## config.mk

```make
export PLATFORM = sky130hd
export DESIGN_NAME = uart_flow_ctl
export DESIGN_NICKNAME = d
export VERILOG_FILES = /design/src/rtl/ufc_pkg.sv /design/src/rtl/ufc_regs.sv /design/src/rtl/ufc_rx_watch.sv /design/src/rtl/ufc_tx_gate.sv /design/src/rtl/uart_flow_ctl.sv
export SDC_FILE = /design/constraint.sdc
export NUM_CORES = 1
export LEC_CHECK = 0
export BUFFER_PORTS_ARGS = -buffer_cell sky130_fd_sc_hd__buf_2
export CAP_MARGIN = 20
export CORE_UTILIZATION = 41
export DETAILED_ROUTE_END_ITERATION = 16
export PLACE_DENSITY_LB_ADDON = 0.12
export SETUP_SLACK_MARGIN = 0.4
export SLEW_MARGIN = 20
export SYNTH_ARGS = -nofsm -noshare
export SYNTH_HDL_FRONTEND = slang
export SYNTH_SLANG_ARGS = --single-unit
```

## constraint.sdc

```tcl
create_clock -name clk -period 3.31 [get_ports clk]
set_clock_uncertainty 0.2 [all_clocks]
set_input_delay 0.1655 -clock clk [delete_from_list [all_inputs] [get_ports clk]]
set_output_delay 0.1655 -clock clk [all_outputs]
set_load 0.1 [all_outputs]
```

## src/rtl/ufc_pkg.sv

```systemverilog
package ufc_pkg;
  localparam int DEPTH  = 64;
  localparam int LVL_W  = $clog2(DEPTH + 1);
  localparam int CHAR_W = 8;
  localparam int ADDR_W = 3;

  localparam logic [ADDR_W-1:0] A_HALT   = 3'd0;
  localparam logic [ADDR_W-1:0] A_RESUME = 3'd1;
  localparam logic [ADDR_W-1:0] A_XON    = 3'd2;
  localparam logic [ADDR_W-1:0] A_XOFF   = 3'd3;
  localparam logic [ADDR_W-1:0] A_CTRL   = 3'd4;

  typedef struct packed {
    logic xon_any;
    logic sw_en;
    logic auto_cts;
    logic auto_rts;
  } ctrl_t;

  localparam int CTRL_W = $bits(ctrl_t);

  typedef struct packed {
    ctrl_t             ctrl;
    logic [LVL_W-1:0]  halt;
    logic [LVL_W-1:0]  resume;
    logic [CHAR_W-1:0] xon;
    logic [CHAR_W-1:0] xoff;
  } cfg_t;
endpackage

```

## src/rtl/ufc_regs.sv

```systemverilog
module ufc_regs
  import ufc_pkg::*;
(
  input  logic              clk,
  input  logic              rst_n,
  input  logic              we,
  input  logic [ADDR_W-1:0] addr,
  input  logic [CHAR_W-1:0] wdata,
  output cfg_t              cfg
);
  cfg_t cfg_q, cfg_d;

  always_comb begin
    cfg_d = cfg_q;
    if (we) begin
      case (addr)
        A_HALT:   cfg_d.halt   = wdata[LVL_W-1:0];
        A_RESUME: cfg_d.resume = wdata[LVL_W-1:0];
        A_XON:    cfg_d.xon    = wdata;
        A_XOFF:   cfg_d.xoff   = wdata;
        A_CTRL:   cfg_d.ctrl   = ctrl_t'(wdata[CTRL_W-1:0]);
        default:  ;
      endcase
    end
  end

  always_ff @(posedge clk or negedge rst_n) begin
    if (!rst_n) cfg_q <= '0;
    else if (we) cfg_q <= cfg_d;
  end

  assign cfg = cfg_q;

  p_write_ctrl_r11: assert property (@(posedge clk) disable iff (!rst_n)
    (we && addr == A_CTRL) |=> (cfg_q.ctrl == ctrl_t'($past(wdata[CTRL_W-1:0]))));
endmodule

```

## src/rtl/ufc_rx_watch.sv

```systemverilog
module ufc_rx_watch
  import ufc_pkg::*;
(
  input  logic              clk,
  input  logic              rst_n,
  input  cfg_t              cfg,
  input  logic [LVL_W-1:0]  rx_level,
  input  logic              sp_ack,
  output logic              rts,
  output logic              sp_req,
  output logic [CHAR_W-1:0] sp_char
);
  logic thr_valid;
  logic halted_q, halted_d;
  logic pend_q, pend_d;
  logic isxoff_q, isxoff_d;
  logic edge_up, edge_dn;

  assign thr_valid = (cfg.resume < cfg.halt);

  always_comb begin
    halted_d = halted_q;
    if (!thr_valid)                                halted_d = 1'b0;
    else if (!halted_q && rx_level >= cfg.halt)   halted_d = 1'b1;
    else if (halted_q && rx_level <= cfg.resume)  halted_d = 1'b0;
  end

  assign edge_up = halted_d & ~halted_q;
  assign edge_dn = ~halted_d & halted_q;

  always_comb begin
    pend_d   = pend_q;
    isxoff_d = isxoff_q;
    if (!cfg.ctrl.sw_en) begin
      pend_d = 1'b0;
    end else if (edge_up || edge_dn) begin
      pend_d   = 1'b1;
      isxoff_d = edge_up;
    end else if (pend_q && sp_ack) begin
      pend_d = 1'b0;
    end
  end

  always_ff @(posedge clk or negedge rst_n) begin
    if (!rst_n) begin
      halted_q <= 1'b0;
      pend_q   <= 1'b0;
      isxoff_q <= 1'b0;
    end else begin
      halted_q <= halted_d;
      pend_q   <= pend_d;
      isxoff_q <= isxoff_d;
    end
  end

  assign rts     = ~(cfg.ctrl.auto_rts & halted_q);
  assign sp_req  = pend_q;
  assign sp_char = isxoff_q ? cfg.xoff : cfg.xon;

  p_halt_r2: assert property (@(posedge clk) disable iff (!rst_n)
    (thr_valid && !halted_q && rx_level >= cfg.halt) |=> halted_q);
  p_resume_r3: assert property (@(posedge clk) disable iff (!rst_n)
    (thr_valid && halted_q && rx_level <= cfg.resume) |=> !halted_q);
  p_invalid_r4: assert property (@(posedge clk) disable iff (!rst_n)
    !thr_valid |=> !halted_q);
  p_req_hold_r5: assert property (@(posedge clk) disable iff (!rst_n)
    (sp_req && !sp_ack && cfg.ctrl.sw_en) |=> sp_req);
endmodule

```

## src/rtl/ufc_tx_gate.sv

```systemverilog
module ufc_tx_gate
  import ufc_pkg::*;
(
  input  logic              clk,
  input  logic              rst_n,
  input  cfg_t              cfg,
  input  logic              rx_valid,
  input  logic [CHAR_W-1:0] rx_char,
  input  logic              cts,
  input  logic              tx_busy,
  output logic              tx_go,
  output logic              rx_keep
);
  logic is_xon, is_xoff;
  logic hold_q, hold_d;
  logic go_q, go_d;
  logic clear_ok;

  assign is_xoff  = (rx_char == cfg.xoff);
  assign is_xon   = (rx_char == cfg.xon);
  assign clear_ok = ~cfg.ctrl.auto_cts | cts;

  always_comb begin
    hold_d = hold_q;
    if (!cfg.ctrl.sw_en)            hold_d = 1'b0;
    else if (rx_valid) begin
      if (is_xoff)                  hold_d = 1'b1;
      else if (is_xon)              hold_d = 1'b0;
      else if (cfg.ctrl.xon_any)    hold_d = 1'b0;
    end
  end

  always_comb begin
    go_d = go_q;
    if (!tx_busy) go_d = clear_ok & ~hold_q;
  end

  always_ff @(posedge clk or negedge rst_n) begin
    if (!rst_n) begin
      hold_q <= 1'b0;
      go_q   <= 1'b1;
    end else begin
      hold_q <= hold_d;
      go_q   <= go_d;
    end
  end

  assign tx_go   = go_q;
  assign rx_keep = rx_valid & ~(cfg.ctrl.sw_en & (is_xon | is_xoff));

  p_busy_freeze_r7: assert property (@(posedge clk) disable iff (!rst_n)
    tx_busy |=> $stable(go_q));
  p_xoff_hold_r8: assert property (@(posedge clk) disable iff (!rst_n)
    (cfg.ctrl.sw_en && rx_valid && is_xoff) |=> hold_q);
  p_any_resume_r9: assert property (@(posedge clk) disable iff (!rst_n)
    (cfg.ctrl.sw_en && cfg.ctrl.xon_any && rx_valid && !is_xoff) |=> !hold_q);
endmodule

```

## src/rtl/uart_flow_ctl.sv

```systemverilog
module uart_flow_ctl
  import ufc_pkg::*;
(
  input  logic              clk,
  input  logic              rst_n,
  input  logic              cfg_we,
  input  logic [ADDR_W-1:0] cfg_addr,
  input  logic [CHAR_W-1:0] cfg_wdata,
  input  logic [LVL_W-1:0]  rx_level,
  input  logic              rx_valid,
  input  logic [CHAR_W-1:0] rx_char,
  output logic              rx_keep,
  input  logic              cts,
  output logic              rts,
  input  logic              tx_busy,
  output logic              tx_fifo_ok,
  output logic              sp_req,
  output logic [CHAR_W-1:0] sp_char,
  input  logic              sp_ack
);
  cfg_t cfg;
  logic tx_go;

  ufc_regs u_regs (
    .clk(clk), .rst_n(rst_n), .we(cfg_we), .addr(cfg_addr),
    .wdata(cfg_wdata), .cfg(cfg)
  );

  ufc_rx_watch u_rx (
    .clk(clk), .rst_n(rst_n), .cfg(cfg), .rx_level(rx_level),
    .sp_ack(sp_ack), .rts(rts), .sp_req(sp_req), .sp_char(sp_char)
  );

  ufc_tx_gate u_tx (
    .clk(clk), .rst_n(rst_n), .cfg(cfg), .rx_valid(rx_valid),
    .rx_char(rx_char), .cts(cts), .tx_busy(tx_busy),
    .tx_go(tx_go), .rx_keep(rx_keep)
  );

  assign tx_fifo_ok = tx_go & ~sp_req;

  p_ctl_first_r6: assert property (@(posedge clk) disable iff (!rst_n)
    sp_req |-> !tx_fifo_ok);
endmodule

```

; ---- Yosys cells after proc, flatten, opt, wreduce, memory -nomap -nowiden
; Index checks and enable logic that the tools add are counted.
; Widths: inputs -> output; s select.
[totals]
reg_bits = 39
in_bits = 33
word_cells = 66
[classes]
magnitude_cmp = 3
eq_ne = 9
mux = 12
n_bitwise = 16
reduce_logical = 13
[ops]
columns = op, count
row1 = $eq 8x8->1, 2
row2 = $reduce_and 2->1, 7
row3 = $mux 1, 11
row4 = $mux 8, 1
row5 = $and 1x1->1, 7
row6 = $ge 7x7->1, 1
row7 = $le 7x7->1, 1
row8 = $lt 7x7->1, 1
row9 = $not 1->1, 7
row10 = $eq 3x2->1 const B, 2
row11 = $ne 4x1->1 const B, 1
row12 = $eq 3x1->1 const B, 1
row13 = $eq 3x3->1 const B, 1
row14 = $logic_and 1x1->1, 3
row15 = $logic_not 3->1, 1
row16 = $ne 3x1->1 const B, 1
row17 = $ne 2x2->1 const B, 1
row18 = $or 1x1->1, 2
row19 = $logic_not 1->1, 1
row20 = $logic_or 1x1->1, 1

; ---- Longest topological paths before layout
[logic_depth]
word_depth = 10
depth_mapped = 10

; ---- Modules after synthesis
; From an unflattened synthesis, not the netlist that was laid out.
[unflattened]
cells_unflattened = 189
area_unflattened_um2 = 2339.7
[by_module_without_submodules]
columns = mod, n_inst, cells_per_inst, area_each_um2
row1 = ufc_regs, 1, 75, 1336.3
row2 = ufc_rx_watch, 1, 81, 710.7
row3 = ufc_tx_gate, 1, 32, 279.0
row4 = uart_flow_ctl, 1, 1, 13.8

; ---- Least setup slack after synthesis
; No wires, ideal clock.
[synth_path]
kind = reg-to-output
startpoint = register u_rx.pend_q (netlist: u_rx.sp_req)
endpoint = output port tx_fifo_ok
t_arrival_ns = 2.222
path_slack_ns = 0.722
stages_incl_launch_ff = 2
path_cell_list = dfrtp_1 nor2b_1
[synth_via]
elab_chain_len = 2
[synth_rtl]
columns = item, line
row1 = from (decl), ufc_rx_watch.sv:15  ; logic pend_q, pend_d;
row2 = from (signal assigned), ufc_rx_watch.sv:51  ; pend_q <= pend_d;
row3 = $not 1->1, uart_flow_ctl.sv:40  ; assign tx_fifo_ok = tx_go & ~sp_req;
row4 = $and 1x1->1, uart_flow_ctl.sv:40
row5 = to (decl), uart_flow_ctl.sv:16  ; output logic tx_fifo_ok,
; No other way between the ends.

; ---- Worst setup path after layout
[layout_path]
startpoint = register u_regs.cfg_q (netlist bit u_regs.cfg[23])
endpoint = register u_rx.isxoff_q
[layout_via]
elab_chain_len = 8
word_cells_on_any_way = 10
[layout_rtl]
columns = item, line
row1 = from (decl), ufc_regs.sv:11  ; cfg_t cfg_q, cfg_d;
row2 = from (signal assigned), ufc_regs.sv:29  ; else if (we) cfg_q <= cfg_d;
row3 = $ge 7x7->1, ufc_rx_watch.sv:24  ; else if (!halted_q && rx_level >= cfg.halt) halted_d = 1'b1;
row4 = $logic_and 1x1->1, ufc_rx_watch.sv:24
row5 = $mux 1, ufc_rx_watch.sv:24
row6 = $mux 1 *, ufc_rx_watch.sv:23  ; if (!thr_valid) halted_d = 1'b0;
row7 = net u_rx.halted_d, ufc_rx_watch.sv:14  ; logic halted_q, halted_d;
row8 = $not 1->1, ufc_rx_watch.sv:29  ; assign edge_dn = ~halted_d & halted_q;
row9 = $and 1x1->1, ufc_rx_watch.sv:29
row10 = $logic_or 1x1->1, ufc_rx_watch.sv:36  ; end else if (edge_up || edge_dn) begin
row11 = $reduce_and 2->1 (no line), n/a
row12 = to (signal assigned), ufc_rx_watch.sv:52  ; isxoff_q <= isxoff_d;
row13 = to (decl), ufc_rx_watch.sv:16  ; logic isxoff_q, isxoff_d;
; Mark *: on every way through the listed nets, which the timed path passes. The rest lies on a longest branch.
; A chain may end at the register's enable or synchronous reset.

==> flow_summary.json <==
{
  "drt_iter0_drc": 39,
  "critPathBufInv": 0,
  "drive_gt1_share_pct": 28.78,
  "htree_levels": 2,
  "cts_root_buf": "clkbuf_8",
  "first_global_vias": 1656,
  "synth_top_cells_by_area": "dfrtp_1, ha_1, mux2_2, xnor2_1, o21ai_0",
  "rows": 26,
  "hold_class": "primary input to flop",
  "syn_inst": 209,
  "clk_path_buf_depth": 2,
  "synth_cell_types": 32,
  "setup_viol": 0,
  "antenna_left": 0,
  "die_area_um2": 5803,
  "grt_max_degree": 40,
  "synth_edf_count": 0,
  "die_width_um": 76.18,
  "layout.nets": 324,
  "drv_cap": 0,
  "synth.ff_latch_count": 39,
  "drc": 0,
  "ir_drop_v": 0.0003794,
  "hpwl_um": 3514,
  "port_buffers": 44,
  "gp_congestion": 0.7607,
  "ctsResizeCount": 0,
  "crit_required_ps": 3290,
  "critPathSlowestCell": "dfrtp_1",
  "overflow": 0,
  "rsz0062_at_grt": "no",
  "max_freq_ghz": 0.4110,
  "slew_headroom_pct": 42.89,
  "status": "finished, final reports clean",
  "diodes": 0,
  "setup_ws_ps": 877.2,
  "syn-cell-area_um2": 2256,
  "io-pin-count": 45,
  "numClockSinks": 39,
  "grt_pass1_wl_um": 7886,
  "yosysSeqAreaShare_pct": 43.32,
  "die-height_um": 76.18,
  "synth_flop_cell": "dfrtp_1",
  "cts_tree": "done",
  "pwr_density_cell_nw_per_um2": 659.1,
  "cp.arrival_ps": 2410,
  "worst-setup-path-type": "flop to flop",
  "drv_slew": 0,
  "hold_viol_final": 0,
  "dp_slack_ps": 885.8,
  "finalCriticalPeriod_ps": 2433,
  "postSynthAreaPerCell_um2": 10.79,
  "finalWirelength_um": 4572,
  "cpPeakStageDelay_ps": 390,
  "power_mw": 1.822,
  "clk_latency_ps": 290,
  "drtPass1Iterations": 4,
  "critical-path-top-delay-family": "compound AO/OA/AOI/OAI gates",
  "vias": 1634,
  "period_share_pct": 73.50,
  "syn2layout_area_growth_pct": 22.52,
  "viasPerCell": 4.792,
  "worst_slew_pin_slew_ps": 856.7,
  "path_clk_slew_ps": 70,
  "tns_ps": 0,
  "wl_per_cell_um": 13.41,
  "ys_warn_count": 0,
  "p_leak_nw": 1.271,
  "cts_buffers": 5,
  "end_kind": "flop",
  "synth.most_common_cell": "dfrtp_1",
  "synth_fp_nets": 263,
  "synth_largest_area_cell": "dfrtp_1",
  "critPathMaxFanout": 3,
  "core_um2": 5205,
  "startpoint_type": "flop",
  "synth_top_area_share_pct": 42.15,
  "start_util_pct": 43.34,
  "globalRouteTotalUtil_pct": 17.53,
  "synthTopCellsByCount": "dfrtp_1, ha_1, mux2_2, nand2_1, o21ai_0",
  "antenna_found_initial": 0,
  "cp_cell_sequence": "ha_1 > nand2b_1 > a211oi_1 > nor3_1 > a2111oi_2 > nor3_1 > ha_1 > o21ai_0 > nand2_1",
  "synthArstFlopShare_pct": 100.0
}
power by group:
group          switching (mW)  leakage [nW]  internal [mW]
sequential             0.0889         0.474          0.582
combinational           0.572         0.755          0.273
clock                   0.157        0.0422          0.148
final cells by class:
cell class              instances  area, µm²
flip-flops and latches         39      977.2
clock inverters                 1      5.005
well taps                      70      87.58
clock buffers                   7      76.32
multi-input cells             150       1200
repair buffers                 58      357.8
fillers                       478       2441
inverters                      16      60.06
repair_timing:
item	CTS	global route
endpoints found under the hold margin	75	0
setup buffers	0	0
endpoints found under the setup margin	0	0
hold buffers	13	0
placed cells by master, fill, tap and decap left out, types with 2 or more instances in the layout:
cell / instances
nor2b_1: 4
mux2_1: 8
nand4_1: 8
xnor2_1: 16
clkbuf_8: 5
nand2_1: 20
nor2_1: 6
a21o_1: 3
clkbuf_1: 2
nor3_1: 2
buf_2: 44
nand2b_1: 3
inv_1: 16
mux2_2: 21
a21oi_1: 6
o21ai_0: 18
ha_1: 21
dlygate4sd3_1: 13
dfrtp_1: 38
metal layers:
metal / wire length, µm / GRT usage [%]
met4: 34 / 3.462
met1: 2295 / 24.04
met3: 159 / 4.671
met2: 2083 / 28.00
met5: 0 / 0
final timing paths:
path,start,endpoint,slack [ps],depth (start not counted)
max,u_regs.cfg[23],u_rx.isxoff_q,880,9
min,cfg_addr[0],u_regs.cfg[32],80,4
max reg2reg,u_regs.cfg[23],u_rx.isxoff_q,880,9
min reg2reg,u_regs.cfg[33],u_regs.cfg[33],310,1
max in group asynchronous,rst_n,u_regs.cfg[31],2040,2
min in group asynchronous,rst_n,u_regs.cfg[20],330,2
logic make-up after synthesis:
family | count (synthesis) | share of synthesized area (%)
simple gates | 52 | 12.42
compound gates | 31 | 7.987
buf+inv | 20 | 3.494
mux | 30 | 14.92
fa+ha+maj | 21 | 11.65
flops | 39 | 43.32
xor+xnor | 16 | 6.212
worst min-delay path: stages:
cell	delay, ps
buf_2	140
nor3_2	90
nand2_1	60
o21ai_0	70
sequential cells by signal, summed over array words and instances, names as in the netlist:
register / flops
u_regs.cfg: 34
u_rx.halted_q: 1
u_rx.isxoff_q: 1
u_rx.sp_req: 1
u_tx.hold_q: 1
u_tx.tx_go: 1
metrics by stage:
step	utilization (%)	area, µm²	instances	hold WS, ps
after floorplan	-	2256	209	-330.1
after global placement	49.04	2552	320	138.1
after detailed placement	49.04	2552	320	129.5
after CTS	53.10	2764	341	74.93
after global routing	53.10	2764	341	136.1
final	53.10	2764	341	79.96
Power figures use the tool's default switching activity.
